==> config.mk <==
export PLATFORM = sky130hd
export DESIGN_NAME = ubt_xcvr
export DESIGN_NICKNAME = d
export VERILOG_FILES = /design/src/rtl/ubt_pkg.sv /design/src/rtl/ubt_sync.sv /design/src/rtl/ubt_lane.sv /design/src/rtl/ubt_xcvr.sv
export SDC_FILE = /design/constraint.sdc
export NUM_CORES = 1
export LEC_CHECK = 0
export ABC_AREA = 1
export BUFFER_PORTS_ARGS = -buffer_cell sky130_fd_sc_hd__buf_4
export CORE_MARGIN = 1.5
export CORE_UTILIZATION = 53
export CTS_CLUSTER_DIAMETER = 30
export CTS_CLUSTER_SIZE = 20
export DETAILED_ROUTE_END_ITERATION = 12
export GPL_TIMING_DRIVEN = 0
export PLACE_DENSITY = 0.85
export SLEW_MARGIN = 20
export SYNTH_ARGS = -nofsm -noshare
export SYNTH_HDL_FRONTEND = slang
export SYNTH_SLANG_ARGS = --single-unit
==> constraint.sdc <==
create_clock -name clk -period 2.4 [get_ports clk]
set_clock_uncertainty 0.15 [all_clocks]
set_input_delay 0.48 -clock clk [delete_from_list [all_inputs] [get_ports clk]]
set_output_delay 0.48 -clock clk [all_outputs]
set_load 0.02 [all_outputs]
==> src/rtl/ubt_pkg.sv <==
package ubt_pkg;

    localparam int NUM_DIRS = 2;

    typedef enum logic [0:0] {
        DIR_AB = 1'b0,
        DIR_BA = 1'b1
    } dir_e;

    typedef struct packed {
        logic oe_n;
        logic le;
        logic pclk;
        logic ce_n;
    } dir_ctl_t;

    typedef enum logic [1:0] {
        ACT_HOLD   = 2'd0,
        ACT_FOLLOW = 2'd1,
        ACT_EDGE   = 2'd2
    } store_act_e;

    function automatic store_act_e pick_action(input logic le_on,
                                               input logic rise,
                                               input logic ce_n);
        if (le_on)
            return ACT_FOLLOW;
        else if (rise && !ce_n)
            return ACT_EDGE;
        else
            return ACT_HOLD;
    endfunction

endpackage

==> src/rtl/ubt_sync.sv <==
module ubt_sync #(
    parameter int STAGES = 2,
    parameter int WIDTH  = 1
) (
    input  logic             clk,
    input  logic             rst,
    input  logic [WIDTH-1:0] async_in,
    output logic [WIDTH-1:0] sync_out
);
    logic [STAGES-1:0][WIDTH-1:0] chain;

    always_ff @(posedge clk) begin
        if (rst)
            chain[0] <= '0;
        else
            chain[0] <= async_in;
    end

    for (genvar s = 1; s < STAGES; s++) begin : g_stage
        always_ff @(posedge clk) begin
            if (rst)
                chain[s] <= '0;
            else
                chain[s] <= chain[s-1];
        end
    end

    assign sync_out = chain[STAGES-1];
endmodule

==> src/rtl/ubt_lane.sv <==
module ubt_lane
    import ubt_pkg::*;
#(
    parameter int W          = 18,
    parameter int SYNC_STAGE = 2
) (
    input  logic         clk,
    input  logic         rst,
    input  logic [W-1:0] din,
    input  dir_ctl_t     ctl,
    output logic [W-1:0] dout,
    output logic         drive,
    output logic [W-1:0] held_o,
    output logic         le_on_o,
    output logic         rise_o
);
    localparam int CTL_BITS = 2;

    logic [CTL_BITS-1:0] ctl_raw;
    logic [CTL_BITS-1:0] ctl_s;
    logic                le_on;
    logic                pclk_s;
    logic                pclk_d;
    logic                rise;
    logic [W-1:0]        store_q;
    store_act_e          act;

    assign ctl_raw = {ctl.le, ctl.pclk};

    ubt_sync #(.STAGES(SYNC_STAGE), .WIDTH(CTL_BITS)) u_sync (
        .clk      (clk),
        .rst      (rst),
        .async_in (ctl_raw),
        .sync_out (ctl_s)
    );

    assign le_on  = ctl_s[1];
    assign pclk_s = ctl_s[0];

    always_ff @(posedge clk) begin
        if (rst)
            pclk_d <= 1'b0;
        else
            pclk_d <= pclk_s;
    end

    assign rise = pclk_s & ~pclk_d;
    assign act  = pick_action(le_on, rise, ctl.ce_n);

    always_ff @(posedge clk) begin
        if (rst) begin
            store_q <= '0;
        end else begin
            case (act)
                ACT_FOLLOW: store_q <= din;
                ACT_EDGE:   store_q <= din;
                default:    store_q <= store_q;
            endcase
        end
    end

    assign drive   = ~ctl.oe_n;
    assign dout    = drive ? (le_on ? din : store_q) : '0;
    assign held_o  = store_q;
    assign le_on_o = le_on;
    assign rise_o  = rise;
endmodule

==> src/rtl/ubt_xcvr.sv <==
module ubt_xcvr
    import ubt_pkg::*;
#(
    parameter int W          = 18,
    parameter int SYNC_STAGE = 2
) (
    input  logic         clk,
    input  logic         rst,
    input  logic [W-1:0] a_in,
    input  logic [W-1:0] b_in,
    input  logic         ab_oe_n,
    input  logic         ab_le,
    input  logic         ab_pclk,
    input  logic         ab_ce_n,
    input  logic         ba_oe_n,
    input  logic         ba_le,
    input  logic         ba_pclk,
    input  logic         ba_ce_n,
    output logic [W-1:0] b_out,
    output logic         b_drive,
    output logic [W-1:0] a_out,
    output logic         a_drive,
    output logic         clash
);
    dir_ctl_t [NUM_DIRS-1:0]        ctl_v;
    logic     [NUM_DIRS-1:0][W-1:0] din_v;
    logic     [NUM_DIRS-1:0][W-1:0] dout_v;
    logic     [NUM_DIRS-1:0][W-1:0] held_v;
    logic     [NUM_DIRS-1:0]        drive_v;
    logic     [NUM_DIRS-1:0]        le_on_v;
    logic     [NUM_DIRS-1:0]        rise_v;
    logic     [NUM_DIRS-1:0]        oe_n_v;
    logic     [NUM_DIRS-1:0]        ce_n_v;

    assign din_v[DIR_AB] = a_in;
    assign din_v[DIR_BA] = b_in;
    assign ctl_v[DIR_AB] = '{oe_n: ab_oe_n, le: ab_le, pclk: ab_pclk, ce_n: ab_ce_n};
    assign ctl_v[DIR_BA] = '{oe_n: ba_oe_n, le: ba_le, pclk: ba_pclk, ce_n: ba_ce_n};

    for (genvar d = 0; d < NUM_DIRS; d++) begin : g_dir
        ubt_lane #(.W(W), .SYNC_STAGE(SYNC_STAGE)) u_lane (
            .clk     (clk),
            .rst     (rst),
            .din     (din_v[d]),
            .ctl     (ctl_v[d]),
            .dout    (dout_v[d]),
            .drive   (drive_v[d]),
            .held_o  (held_v[d]),
            .le_on_o (le_on_v[d]),
            .rise_o  (rise_v[d])
        );
        assign oe_n_v[d] = ctl_v[d].oe_n;
        assign ce_n_v[d] = ctl_v[d].ce_n;
    end

    assign b_out   = dout_v[DIR_AB];
    assign b_drive = drive_v[DIR_AB];
    assign a_out   = dout_v[DIR_BA];
    assign a_drive = drive_v[DIR_BA];
    assign clash   = a_drive & b_drive;
endmodule

# After elaboration in Yosys (flattened, before gate mapping)
# Cells that the tools add are included.
op_classes:
  eq_ne: 4
  n_mux: 8
  n_bitwise: 7
  reduce_logical: 6
ops:
  columns: ["op", "n"]
  rows:
  - ["18-bit two-way mux", 4]
  - ["2-bit two-way mux", 4]
  - ["2-bit by 1-bit equality test with 1-bit output (second input constant)", 2]
  - ["2-bit equality test (second input constant)", 2]
  - ["1-bit inverter", 4]
  - ["2-bit OR reduction", 2]
  - ["1-bit AND", 3]
  - ["1-bit logical AND", 2]
  - ["1-bit zero test", 2]
word_totals:
  register_bits: 46
  inputBits: 46
  output_inout_bits: 39
  wordCells: 33

# Logic depth before layout (Yosys ltp)
# Gate-level depths: netlist of run 1.
depth:
  ltp_word: 7
  mapped_depth: 6
  ltp_nobuf: 5

# Cells and area by module
# From an unflattened synthesis of run 1, not the netlist that was laid out.
unflattened:
  hier_cells: 360
  hier_area_um2: 2499.9
modules_own_cells:
  columns: ["module", "n_inst", "cells_each", "area_each_um2", "seq_area_each_um2"]
  rows:
  - ["ubt_lane", 2, 165, 1121.1, 380.4]
  - ["ubt_sync", 2, 14, 125.1, 80.1]
  - ["ubt_xcvr", 1, 2, 7.5, 0.0]

# Worst setup path before layout of run 1
# Ideal clock, no wire load.
synth_path:
  path_type: "input to output"
  start: "input ba_oe_n"
  end: "output a_out[10]"
  t_arrival_ns: 1.236
  required_time_ns: 1.770
  path_slack_ns: 0.534
  cell_stages: 4
  n_path_buf: 1
  path_cell_list: "inv_1 > buf_2 > o21ai_0 > nor2_1"
synth_via:
  elab_chain_len: 1
synth_lines:
  columns: ["item", "line", "rtl"]
  rows:
  - ["start: declaration", "ubt_xcvr.sv:15", "input logic ba_oe_n,"]
  - ["18-bit two-way mux", "ubt_lane.sv:63", "assign dout = drive ? (le_on ? din : store_q) : '0;"]
  - ["end: declaration", "ubt_xcvr.sv:21", "output logic [W-1:0] a_out,"]
# No other way between the ends.

# Worst setup path after layout of run 1
layout_path:
  start: "input ba_oe_n"
  end: "output a_out[6]"
# The elaborated chain is that of the path after synthesis.

==> summary.md, run 1 <==
| Metric | Value |
|---|---|
| Netlist cell types | 16 |
| DRT Wirelength | 5980 um |
| Max Root-Sink Buffers | 2 |
| Pleak | 1.61 nW |
| Post-route setup slack | 0.266 ns |
| Drt first pass iters | 4 |
| Sequential element share of the synthesized area | 0.400 |
| Most frequent cells after synthesis | 115 x nor2_1, 70 x nand2_1, 46 x dfxtp_1 |
| Cell area after synthesis | 0.00230 mm2 |
| Slowest CP cell | buf_2 |
| Detailed-route wire length per cell | 12.1 um |
| Critical path type | input port to primary output |
| Fraction of final layout cells sized beyond drive strength 1 | 0.266 |
| Dpl hpwl | 4250 um |
| Setup WS pre-CTS | 0.346 ns |
| Setup bufs post-CTS | 0 |
| Status | finished, final reports clean |
| Reg clk slew, reported paths | 0.09 ns |
| Die area | 0.00475 mm2 |
| Post-synth top flop | dfxtp_1 |
| Starting Density | 0.563 |
| WL met3 | 264 um |
| Tightest Hold Check Type | input port to flop |
| Rows | 23 |
| Largest delay contributor family on the critical path | buffers and inverters |
| Critical path arrival | 1.50 ns |
| Root Driver | clkbuf_8 |
| Worst-case reg-to-reg path depth | 5 |
| CTS tree | yes |
| Post-Syn Nets | 398 |
| Fin. max-slew vios | 0 |
| Worst Path Buf+Inv | 4 |
| Pin count of the biggest net entering global routing | 15 |
| Skew-Pair Late Insertion Delay | 0.30 ns |
| Number of synthesized flops with an enable pin | 0 |
| Post-synth ARST share | 0 |
| Max H-tree Level | 2 |
| Ranking of synthesized cells by area | dfxtp_1 40%, nor2_1 19%, nand2_1 11%, a21oi_1 8.3%, o21ai_0 6.3% |
| Drt drc | 0 |
| Synth-to-Final Area Change | 34.9% |
| Most used cell, CP | buf_4 |
| Count leader, synth | nor2_1 |
| Clk sinks | 46 |
| Port bufs | 84 |
| Die width | 68.9 um |
| Final #Nets | 489 |
| Vias in the first global route | 2187 |
| Area leader, netlist | dfxtp_1 |
| Power per cell area | 587 mW/mm2 |
| Period utilization | 0.889 |
| Max VDD drop | 0.423 mV |
| Inst Count DP | 486 |
| Antenna violation net count after detailed routing | 0 |
| Final setup fails | 0 |
| Max_cap viols | 0 |
| Worst-path maximum fanout | 10 |
| Startpoint types | input port |
| Crit. End Element | primary output |
| # resized after CTS | 0 |
| Total Routing Usage GR | 0.257 |
| Worst stage delay on the critical path | 0.27 ns |
| Core Util, Final | 0.760 |
| Avg Cell Area, Syn | 6.54 um2 |
| # IOs | 85 |
| Num CTS Buffers | 5 |
| Wl on met1 | 2530 um |
| Final hold vios | 0 |
| Crit. path cell count | 6 |
| CP required | 1.77 ns |
| Gpl congestion | 0.773 |
| Max_slew headroom | 0.710 |
| RSZ-0062 raised after global routing | false |
| Via density per instance | 5.13 |
| Post-Syn Instances | 352 |
| Area share of the largest cell type after synthesis | 0.400 |
| Total Power | 1.82 mW |
| Fin cells | 494 |
| Routed via count | 2533 |
| Antenna violations before repair | 0 |
| DIE HEIGHT | 68.9 um |
| Core ar. | 0.00409 mm2 |
| Max frequency | 0.469 GHz |
| Final Critical Period | 2.13 ns |
| Top layer in use | met4 |
| Global-route wire length before repair | 9230 um |
| Worst-Margin Slew | 0.435 ns |
| WL met2 | 3090 um |
| Yosys warns | 0 |
| Global route total overflow | 0 |
| Antenna diodes | 0 |
| First-iteration detailed-routing DRC count | 114 |
| Cts hold-fix bufs | 0 |
| Crit-path cells | buf_4 > inv_1 > buf_2 > o21ai_0 > nor2_1 > buf_4 |
| TNS Setup | 0 ns |
| Worst Hold Depth | 3 |
| Yosys reg bits | 46 |
## cell usage in the layout, fill, tap and decap left out
cell	netlist	layout
a21oi_1	38	38
nand3b_4	1	1
nand2_1	70	70
nand3_4	1	1
buf_6	9	9
bufinv_16	0	1
dfxtp_1	46	46
nor2_1	115	115
buf_4	8	92
nand3_1	2	2
clkbuf_8	0	5
clkbuf_1	1	2
inv_1	17	17
inv_4	1	1
o21ai_1	7	7
buf_2	5	5
o21ai_0	29	29
clkinvlp_4	0	1
inv_2	2	2
## flip-flops by register name, summed over array words and instances, names as in the netlist
register                      flops
g_dir.u_lane.u_sync.chain         4
g_dir.u_lane.u_sync.sync_out      4
g_dir.u_lane.pclk_d               2
g_dir.u_lane.held_o              36
## worst reg2reg max path, cell delays in order (launching register included)
cell and delay [ns]:
dfxtp_1 0.33, buf_6 0.15, inv_4 0.07, buf_4 0.17, a21oi_1 0.18, nor2_1 0.05
## final cells by class
| class | instances | area [um2] |
|---|---|---|
| Multi-Input combinational cell | 263 | 1110 |
| Fill cell | 330 | 982 |
| Sequential cell | 46 | 921 |
| Timing Repair Buffer | 84 | 631 |
| Buffer | 23 | 190 |
| Inverter | 20 | 77.6 |
| Clock buffer | 6 | 72.6 |
| Tap cell | 50 | 62.6 |
| Clock inverter | 2 | 37.5 |
## routing by layer
metal	vias to the layer above	GRT usage
met5	-	0
met4	0	0.103
met3	11	0.0406
met2	69	0.456
met1	1166	0.308
li1	1287	-
## where the power goes
part           switching, mW  total, mW  internal, mW  leakage (nW)
Sequential            0.0140      0.827         0.813         0.379
Clock                  0.269      0.580         0.311        0.0514
Combinational          0.229      0.414         0.184          1.18
Total                  0.513       1.82          1.31          1.61
## worst paths after layout
kind | start | endpoint | slack (ns)
setup reg to reg | g_dir[0].u_lane.u_sync.sync_out[1]$_SDFF_PP0_ | g_dir[0].u_lane.held_o[13]$_SDFFE_PP0P_ | 1.18
hold / removal | ab_le | g_dir[0].u_lane.u_sync.chain[1]$_SDFF_PP0_ | 0.23
hold reg to reg | g_dir[1].u_lane.u_sync.chain[1]$_SDFF_PP0_ | g_dir[1].u_lane.u_sync.sync_out[1]$_SDFF_PP0_ | 0.25
setup / recovery | ba_oe_n | a_out[6] | 0.27
## logic make-up (layout without fill, tap and decap cells)
family,Yosys count,in the layout,synth area share
AOI/OAI and AO/OA,74,74,0.161
buffers and inverters,43,135,0.116
DFF,46,46,0.400
and+or+nand+nor,189,189,0.322
## metrics by stage
stage	cell area [um2]	hold slack [ns]
2_1_floorplan	2300	0.238
3_3_place_gp	2990	0.239
3_5_place_dp	2990	0.252
4_1_cts	3100	0.229
5_1_grt	3100	0.222
6_report	3100	0.227
No activity file was read; power rests on OpenSTA's default activity.
==> run 2: changes to the inputs <==
--- a/config.mk
+++ b/config.mk
@@ -5,14 +5,14 @@
 export SDC_FILE = /design/constraint.sdc
 export NUM_CORES = 1
 export LEC_CHECK = 0
-export ABC_AREA = 1
 export BUFFER_PORTS_ARGS = -buffer_cell sky130_fd_sc_hd__buf_4
 export CORE_MARGIN = 1.5
-export CORE_UTILIZATION = 53
+export CORE_UTILIZATION = 54
 export CTS_CLUSTER_DIAMETER = 30
 export CTS_CLUSTER_SIZE = 20
 export DETAILED_ROUTE_END_ITERATION = 12
 export GPL_TIMING_DRIVEN = 0
+export MAX_ROUTING_LAYER = met4
 export PLACE_DENSITY = 0.85
 export SLEW_MARGIN = 20
 export SYNTH_ARGS = -nofsm -noshare
==> run 2 against run 1 <==
Global-route usage down 5.0 points. Combinational power shrank 18%. Cell count fell by 18%. Synthesized area is 7.6% higher. Largest cell class unchanged.
==> summary.md, run 2 <==
| Metric | Value |
|---|---|
| Max reg flops | 36 (unchanged) |
| Detailed-route wire length per cell | 12.7 um (+5.2%) |
| # resized after CTS | 0 (unchanged) |
| Port bufs | 81 (-3.6%) |
| Compound-Gate Fraction of Synth Area | 0.00707 (-0.154) |
| Pin count of the biggest net entering global routing | 14 (-1) |
| Final setup fails | 0 (unchanged) |
| Combinational share of power | 0.207 (-0.020) |
| Worst-path maximum fanout | 10 (unchanged) |
| Startpoint types | flop |
| Root Driver | clkbuf_8 |
| Post-Syn Instances | 264 (-25%) |
| Routed via count | 1994 (-21%) |
| First-iteration detailed-routing DRC count | 61 (-46%) |
| Num CTS Buffers | 5 (unchanged) |
| Die width | 70.7 um (+2.6%) |
| Reg clk slew, reported paths | 0.08 ns (about the same) |
| Max H-tree Level | 2 (unchanged) |
| Fin cells | 405 (-18%) |
| Sequential element share of the synthesized area | 0.372 (-0.0283) |
| Worst-Margin Slew | 0.469 ns (+0.0340 ns) |
| Fraction of final layout cells sized beyond drive strength 1 | 0.280 (+0.0147) |
| Max Root-Sink Buffers | 2 (unchanged) |
| Drt first pass iters | 4 (unchanged) |
| Setup bufs post-CTS | 0 (unchanged) |
| Power per cell area | 506 mW/mm2 (-14%) |
| Final #Nets | 398 (-19%) |
| Max VDD drop | 0.439 mV (+3.6%) |
| Largest family of logic cells by synthesized area | multiplexers |
| Cts hold-fix bufs | 0 (unchanged) |
| Period utilization | 0.883 (-0.00633) |
| TNS Setup | 0 ns (unchanged) |
| Via density per instance | 4.92 (-4.0%) |
| Avg Cell Area, Syn | 9.38 um2 (+43%) |
| Starting Density | 0.565 (+0.00171) |
| Clock power frac | 0.296 (-0.023) |
| Final hold vios | 0 (unchanged) |
| Final Cell Area | 0.00324 mm2 (+4.4%) |
| Status | finished, final reports clean |
| DIE HEIGHT | 70.7 um (+2.6%) |
| Post-DP Area | 0.00315 mm2 (+5.2%) |
| Post-Syn Nets | 310 (-22%) |
| Synth Area in Adders | 0 (unchanged) |
| Setup WS pre-CTS | 0.602 ns (+0.256 ns) |
| Inst Count DP | 397 (-18%) |
| Fin. max-slew vios | 0 (unchanged) |
| Minimum hold slack | 0.242 ns (+0.0146 ns) |
| Skew-Pair Late Insertion Delay | 0.29 ns (about the same) |
| CTS tree | yes |
| Area leader, netlist | dfxtp_1 |
| Post-route setup slack | 0.281 ns (+0.0152 ns) |
| Final Critical Period | 2.12 ns (-0.0152 ns) |
| Core Util, Final | 0.739 (-0.0205) |
| Gpl congestion | 0.743 (-3.9%) |
| Drt drc | 0 (unchanged) |
| CP required | 1.77 ns (about the same) |
| RSZ-0062 raised after global routing | false |
| Ranking of synthesized cells by area | dfxtp_1 37%, mux2i_1 29%, nand2b_1 18%, nor2_1 5.9%, nor2b_1 2.5% |
| Max_cap viols | 0 (unchanged) |
| Clk sinks | 46 (unchanged) |
| Antenna violations before repair | 0 (unchanged) |
| P_sw | 429 uW (-16%) |
| Total Power | 1.64 mW (-10%) |
| Critical path type | flop to primary output |
| Mux share of post-synthesis cell area | 0.291 (+0.291) |
| Synth Area in XOR/XNOR | 0 (unchanged) |
| Max frequency | 0.472 GHz (+0.72%) |
| Dpl hpwl | 3800 um (-11%) |
| Synth-to-Final Area Change | 30.9% |
| Fillers | 319 (-3.3%) |
| Core ar. | 0.00438 mm2 (+7.3%) |
| Most frequent cells after synthesis | 72 x mux2i_1, 72 x nand2b_1, 46 x dfxtp_1 |
| Crit. End Element | primary output |
| Switching part of the total power | 0.262 (-0.0198) |
| Area share of the largest cell type after synthesis | 0.372 (-0.0283) |
| DRT Wirelength | 5160 um (-14%) |
| Commonest cells after routing, fill and taps aside | 83 x buf_4, 72 x mux2i_1, 72 x nand2b_1 |
| Number of synthesized flops with an enable pin | 0 (unchanged) |
| # IOs | 85 (unchanged) |
| Antenna violation net count after detailed routing | 0 (unchanged) |
| Max_slew headroom | 0.687 (-0.0227) |
| Antenna diodes | 0 (unchanged) |
| Post-synth top flop | dfxtp_1 |
| Cell area after synthesis | 0.00248 mm2 (+7.6%) |
| Total Routing Usage GR | 0.206 (-0.0503) |
| Yosys warns | 0 (unchanged) |
| Sequential Power Share | 0.498 (+0.044) |
| Pleak | 1.54 nW (-4.3%) |
| Tightest Hold Check Type | input port to flop |
| Yosys reg bits | 46 (unchanged) |
| Netlist cell types | 12 (-4) |
| Vias in the first global route | 1876 (-14%) |
| Post-synth ARST share | 0 (unchanged) |
| Commonest non-fill, non-tap cell in the layout | buf_4 |
| Global route total overflow | 0 (unchanged) |
| Global-route wire length before repair | 8180 um (-11%) |
| P_int | 1.21 mW (-7.5%) |
| Rows | 24 (+4.3%) |
| Critical path arrival | 1.49 ns (about the same) |
| Die area | 0.00500 mm2 (+5.4%) |
| Post-synthesis simple-gate area fraction | 0.266 (-0.0562) |
==> run 2: changes by cell type in the layout (fill, tap and decap cells not counted), sizes merged, moves of 3 or more <==
cell / change
buf: -16
nand3: -3
nand2: -70
inv: -18
o21ai: -36
a21oi: -36
nand2b: +72
nor2b: +10
nor2: -76
mux2i: +72
clkbuf: +12
==> run 2: area by class of cell <==
class | count | area, um2 | area share
Buffer | 21 | 150 | 0.0463
Clock buffer | 7 | 86.3 | 0.0266
Clock inverter | 1 | 5.00 | 0.00154
Inverter | 2 | 7.51 | 0.00232
Multi-Input combinational cell | 195 | 1400 | 0.431
Sequential cell | 46 | 921 | 0.284
Tap cell | 52 | 65.1 | 0.0201
Timing Repair Buffer | 81 | 608 | 0.188
==> run 2: path summary, 6_finish.rpt <==
kind	startpoint	end	slack (ns)	cells past startpoint
worst max-delay path	g_dir[0].u_lane.u_sync.sync_out[1]$_SDFF_PP0_	b_out[8]	0.28	5
worst min-delay path	ba_le	g_dir[1].u_lane.u_sync.chain[1]$_SDFF_PP0_	0.24	2
worst min register to register	g_dir[0].u_lane.u_sync.chain[1]$_SDFF_PP0_	g_dir[0].u_lane.u_sync.sync_out[1]$_SDFF_PP0_	0.29	1
worst max register to register	g_dir[0].u_lane.u_sync.sync_out[1]$_SDFF_PP0_	g_dir[0].u_lane.held_o[8]$_SDFFE_PP0P_	1.04	5
==> run 2: per-layer routing <==
metal / wire length (um) / vias up / GRT usage
met3: 199 / 9 / 0.0342
met1: 2340 / 911 / 0.249
met2: 2520 / 45 / 0.343
met4: 95 / 0 / 0.0839
met5: 0 / - / -
li1: - / 1029 / -
==> run 2: logic make-up after synthesis <==
logic type	Yosys count
multiplexers	72
AO/OA/AOI/OAI	2
buffers and inverters	23
flip-flops	46
AND/OR/NAND/NOR	121
==> run 2: critical path, stage by stage (launching register included) <==
cell	delay, ns
dfxtp_1	0.33
buf_6	0.17
buf_4	0.23
mux2i_1	0.21
nor2_1	0.07
buf_4	0.18
==> run 2: power groups by stage <==
stage               clock network (mW)  registers (mW)  logic [mW]
global route                     0.525           0.821       0.365
finish                           0.485           0.816       0.339
global placement                     0           0.833       0.335
detailed placement                   0           0.834       0.340
floorplan                            0           0.830       0.209
CTS                              0.496           0.816       0.342
==> run 3: changes to the inputs <==
--- a/config.mk
+++ b/config.mk
@@ -17,4 +17,5 @@
 export SLEW_MARGIN = 20
 export SYNTH_ARGS = -nofsm -noshare
 export SYNTH_HDL_FRONTEND = slang
+export SYNTH_HIERARCHICAL = 1
 export SYNTH_SLANG_ARGS = --single-unit
==> run 3 against run 2 <==
The run now ends with design-rule violations left. Setup slack lost 0.048 ns. Power grew 6.8%. Sequential share of layout area shrank 0.80 points. Flip-flop and latch count is the same. Synthesized cell count grew 1.9%. Maximum frequency shrank 2.2%. Die area grew 2.5%. Sequential power is essentially flat. Non-clock buffer count grew 4. Clock-buffer cell count shrank 1. Critical path depth grew 1. Largest cell class unchanged. Largest power group unchanged.
==> summary.md, run 3 <==
| Metric | Value |
|---|---|
| Critical path type | flop to primary output |
| Dpl hpwl | 3810 um (+0.24%) |
| Post-synth ARST share | 0 (unchanged) |
| Worst-path maximum fanout | 10 (unchanged) |
| Final setup fails | 0 (unchanged) |
| Fraction of final layout cells sized beyond drive strength 1 | 0.316 (+0.0352) |
| RSZ-0062 raised after global routing | false |
| Antenna violation net count after detailed routing | 0 (unchanged) |
| Clock power frac | 0.334 (+0.038) |
| Critical path arrival | 1.54 ns (+0.05 ns) |
| # resized after CTS | 0 (unchanged) |
| Drt first pass iters | 12 (+8) |
| Final hold vios | 0 (unchanged) |
| Slowest CP cell | dfxtp_1 |
| Minimum hold slack | 0.241 ns (-0.000443 ns) |
| Fin. max-slew vios | 0 (unchanged) |
| Antenna diodes | 0 (unchanged) |
| Rows | 24 (unchanged) |
| Clk sinks | 46 (unchanged) |
| Die width | 71.6 um (+1.3%) |
| Setup bufs post-CTS | 0 (unchanged) |
| Ranking of synthesized cells by area | dfxtp_1 36%, mux2i_1 28%, nand2b_1 18%, nor2_1 5.3%, nor2b_1 2.0% |
| Yosys reg bits | 46 (unchanged) |
| Max frequency | 0.461 GHz (-2.2%) |
| Largest delay contributor family on the critical path | buffers and inverters |
| Number of synthesized flops with an enable pin | 0 (unchanged) |
| Worst Path Buf+Inv | 4 (+1) |
| Global-route wire length before repair | 8440 um (+3.1%) |
| FF-to-FF setup slack | 0.94 ns (-0.10 ns) |
| Worst-Margin Slew | 0.468 ns (-0.000381 ns) |
| Crit-path cells | buf_4 > buf_6 > buf_4 > mux2i_1 > nor2_1 > buf_4 |
| Via density per instance | 4.92 (about the same) |
| Cell area after synthesis | 0.00254 mm2 (+2.6%) |
| CTS tree | yes |
| Final #Nets | 404 (+1.5%) |
| Max VDD drop | 0.355 mV (-19%) |
| Pleak | 1.60 nW (+3.7%) |
| DIE HEIGHT | 71.6 um (+1.3%) |
| Max reg flops | 36 (unchanged) |
| Detailed-route wire length per cell | 12.7 um (+0.14%) |
| Period utilization | 0.903 (+0.0201) |
| DRT Wirelength | 5230 um (+1.4%) |
| Total Routing Usage GR | 0.210 (+0.00395) |
| Switching part of the total power | 0.247 (-0.0147) |
| First-iteration detailed-routing DRC count | 102 (+67%) |
| Pin count of the biggest net entering global routing | 14 (unchanged) |
| Area share of the largest cell type after synthesis | 0.362 (-0.00952) |
| Tightest Hold Check Type | input port to flop |
| Gpl congestion | 0.724 (-2.6%) |
| Core Util, Final | 0.750 (+0.0111) |
| Post-synth top flop | dfxtp_1 |
| Sequential Power Share | 0.466 (-0.032) |
| Crit. End Element | primary output |
| CP required | 1.77 ns (about the same) |
| Combinational share of power | 0.200 (-0.007) |
| Port bufs | 82 (+1.2%) |
| Power per cell area | 525 mW/mm2 (+3.8%) |
| Synth-to-Final Area Change | 31.2% |
| Drt drc | 1 (+1) |
| Skew-Pair Late Insertion Delay | 0.29 ns (about the same) |
| Worst stage delay on the critical path | 0.31 ns (-0.02 ns) |
| Cts hold-fix bufs | 0 (unchanged) |
| Num CTS Buffers | 5 (unchanged) |
| Vias in the first global route | 1951 (+4.0%) |
| Fin cells | 410 (+1.2%) |
| Core ar. | 0.00444 mm2 (+1.4%) |
| # IOs | 85 (unchanged) |
| Antenna violations before repair | 0 (unchanged) |
| Status | finished, violations left |
| Area leader, netlist | dfxtp_1 |
| P_int | 1.32 mW (+8.9%) |
| Netlist cell types | 16 (+4) |
| Startpoint types | flop |
| Reg clk slew, reported paths | 0.08 ns (about the same) |
| P_sw | 433 uW (+0.78%) |
| Most used cell, CP | buf_4 |
| Commonest cells after routing, fill and taps aside | 88 x buf_4, 72 x mux2i_1, 72 x nand2b_1 |
| Total Power | 1.75 mW (+6.8%) |
| Commonest non-fill, non-tap cell in the layout | buf_4 |
| Post-Syn Nets | 315 (+1.6%) |
| Final Critical Period | 2.17 ns (+0.0483 ns) |
| Max Root-Sink Buffers | 2 (unchanged) |
| Inst Count DP | 403 (+1.5%) |
| Avg Cell Area, Syn | 9.45 um2 (+0.72%) |
| Root Driver | clkbuf_8 |
| Routed via count | 2018 (+1.2%) |
| Yosys warns | 6 (+6) |
| Global route total overflow | 0 (unchanged) |
| Starting Density | 0.572 (+0.00701) |
| Max_slew headroom | 0.688 (about the same) |
| Most frequent cells after synthesis | 72 x mux2i_1, 72 x nand2b_1, 46 x dfxtp_1 |
| TNS Setup | 0 ns (unchanged) |
| Max H-tree Level | 2 (unchanged) |
| Max_cap viols | 0 (unchanged) |
| Die area | 0.00513 mm2 (+2.5%) |
| Failing checks | design-rule violations |
| Sequential element share of the synthesized area | 0.362 (-0.00952) |
| Post-Syn Instances | 269 (+1.9%) |
-- run 3: worst paths after layout --
| check | to | start | cells past startpoint |
|---|---|---|---|
| worst min-delay path | g_dir[1].u_lane/u_sync/chain[0]$_SDFF_PP0_ | ba_pclk | 2 |
| worst max register to register | g_dir[0].u_lane/held_o[5]$_SDFFE_PP0P_ | g_dir[0].u_lane/u_sync/sync_out[0]$_SDFF_PP0_ | 6 |
| worst max-delay path | a_out[9] | g_dir[1].u_lane/u_sync/sync_out[1]$_SDFF_PP0_ | 6 |
| worst min register to register | g_dir[0].u_lane/u_sync/sync_out[1]$_SDFF_PP0_ | g_dir[0].u_lane/u_sync/chain[1]$_SDFF_PP0_ | 1 |
-- run 3: metal layers --
metal  vias to the layer above  global-route usage  wire [um]
li1                       1033                   -          -
met5                         -                   -          0
met3                         4              0.0464        238
met2                        48               0.353       2540
met4                         0              0.0566         39
met1                       933               0.256       2410
-- run 3: logic make-up (layout without fill, tap and decap cells) --
logic type / Yosys count / after routing / synth area share
buffers and inverters: 28 / 117 / 0.0768
and+or+nand+nor: 121 / 121 / 0.270
muxes: 72 / 72 / 0.284
AOI/OAI and AO/OA: 2 / 2 / 0.00689
DFF: 46 / 46 / 0.362
-- run 3: stage by stage --
stage                     setup slack (ns)  cell area (um2)
final                                0.232             3330
after global routing                 0.134             3330
after CTS                            0.207             3330
after detailed placement             0.257             3220
after global placement               0.257             3220
after floorplan                      0.492             2540
-- run 3: area by class of cell --
| cell class | count | area (um2) |
|---|---|---|
| tap | 52 | 65.1 |
| multi-input combinational | 195 | 1430 |
| clock buffer | 6 | 82.6 |
| fill | 352 | 1110 |
| timing repair buffer | 82 | 616 |
| inverter | 4 | 15.0 |
| buffer | 24 | 180 |
| sequential | 46 | 921 |
| clock inverter | 1 | 30.0 |
-- run 3: power groups by stage --
stage | combinational (mW) | clock (mW) | sequential (mW)
final | 0.349 | 0.585 | 0.816
after global routing | 0.376 | 0.629 | 0.821
after CTS | 0.352 | 0.606 | 0.817
after detailed placement | 0.350 | 0 | 0.834
after global placement | 0.344 | 0 | 0.833
after floorplan | 0.215 | 0 | 0.830
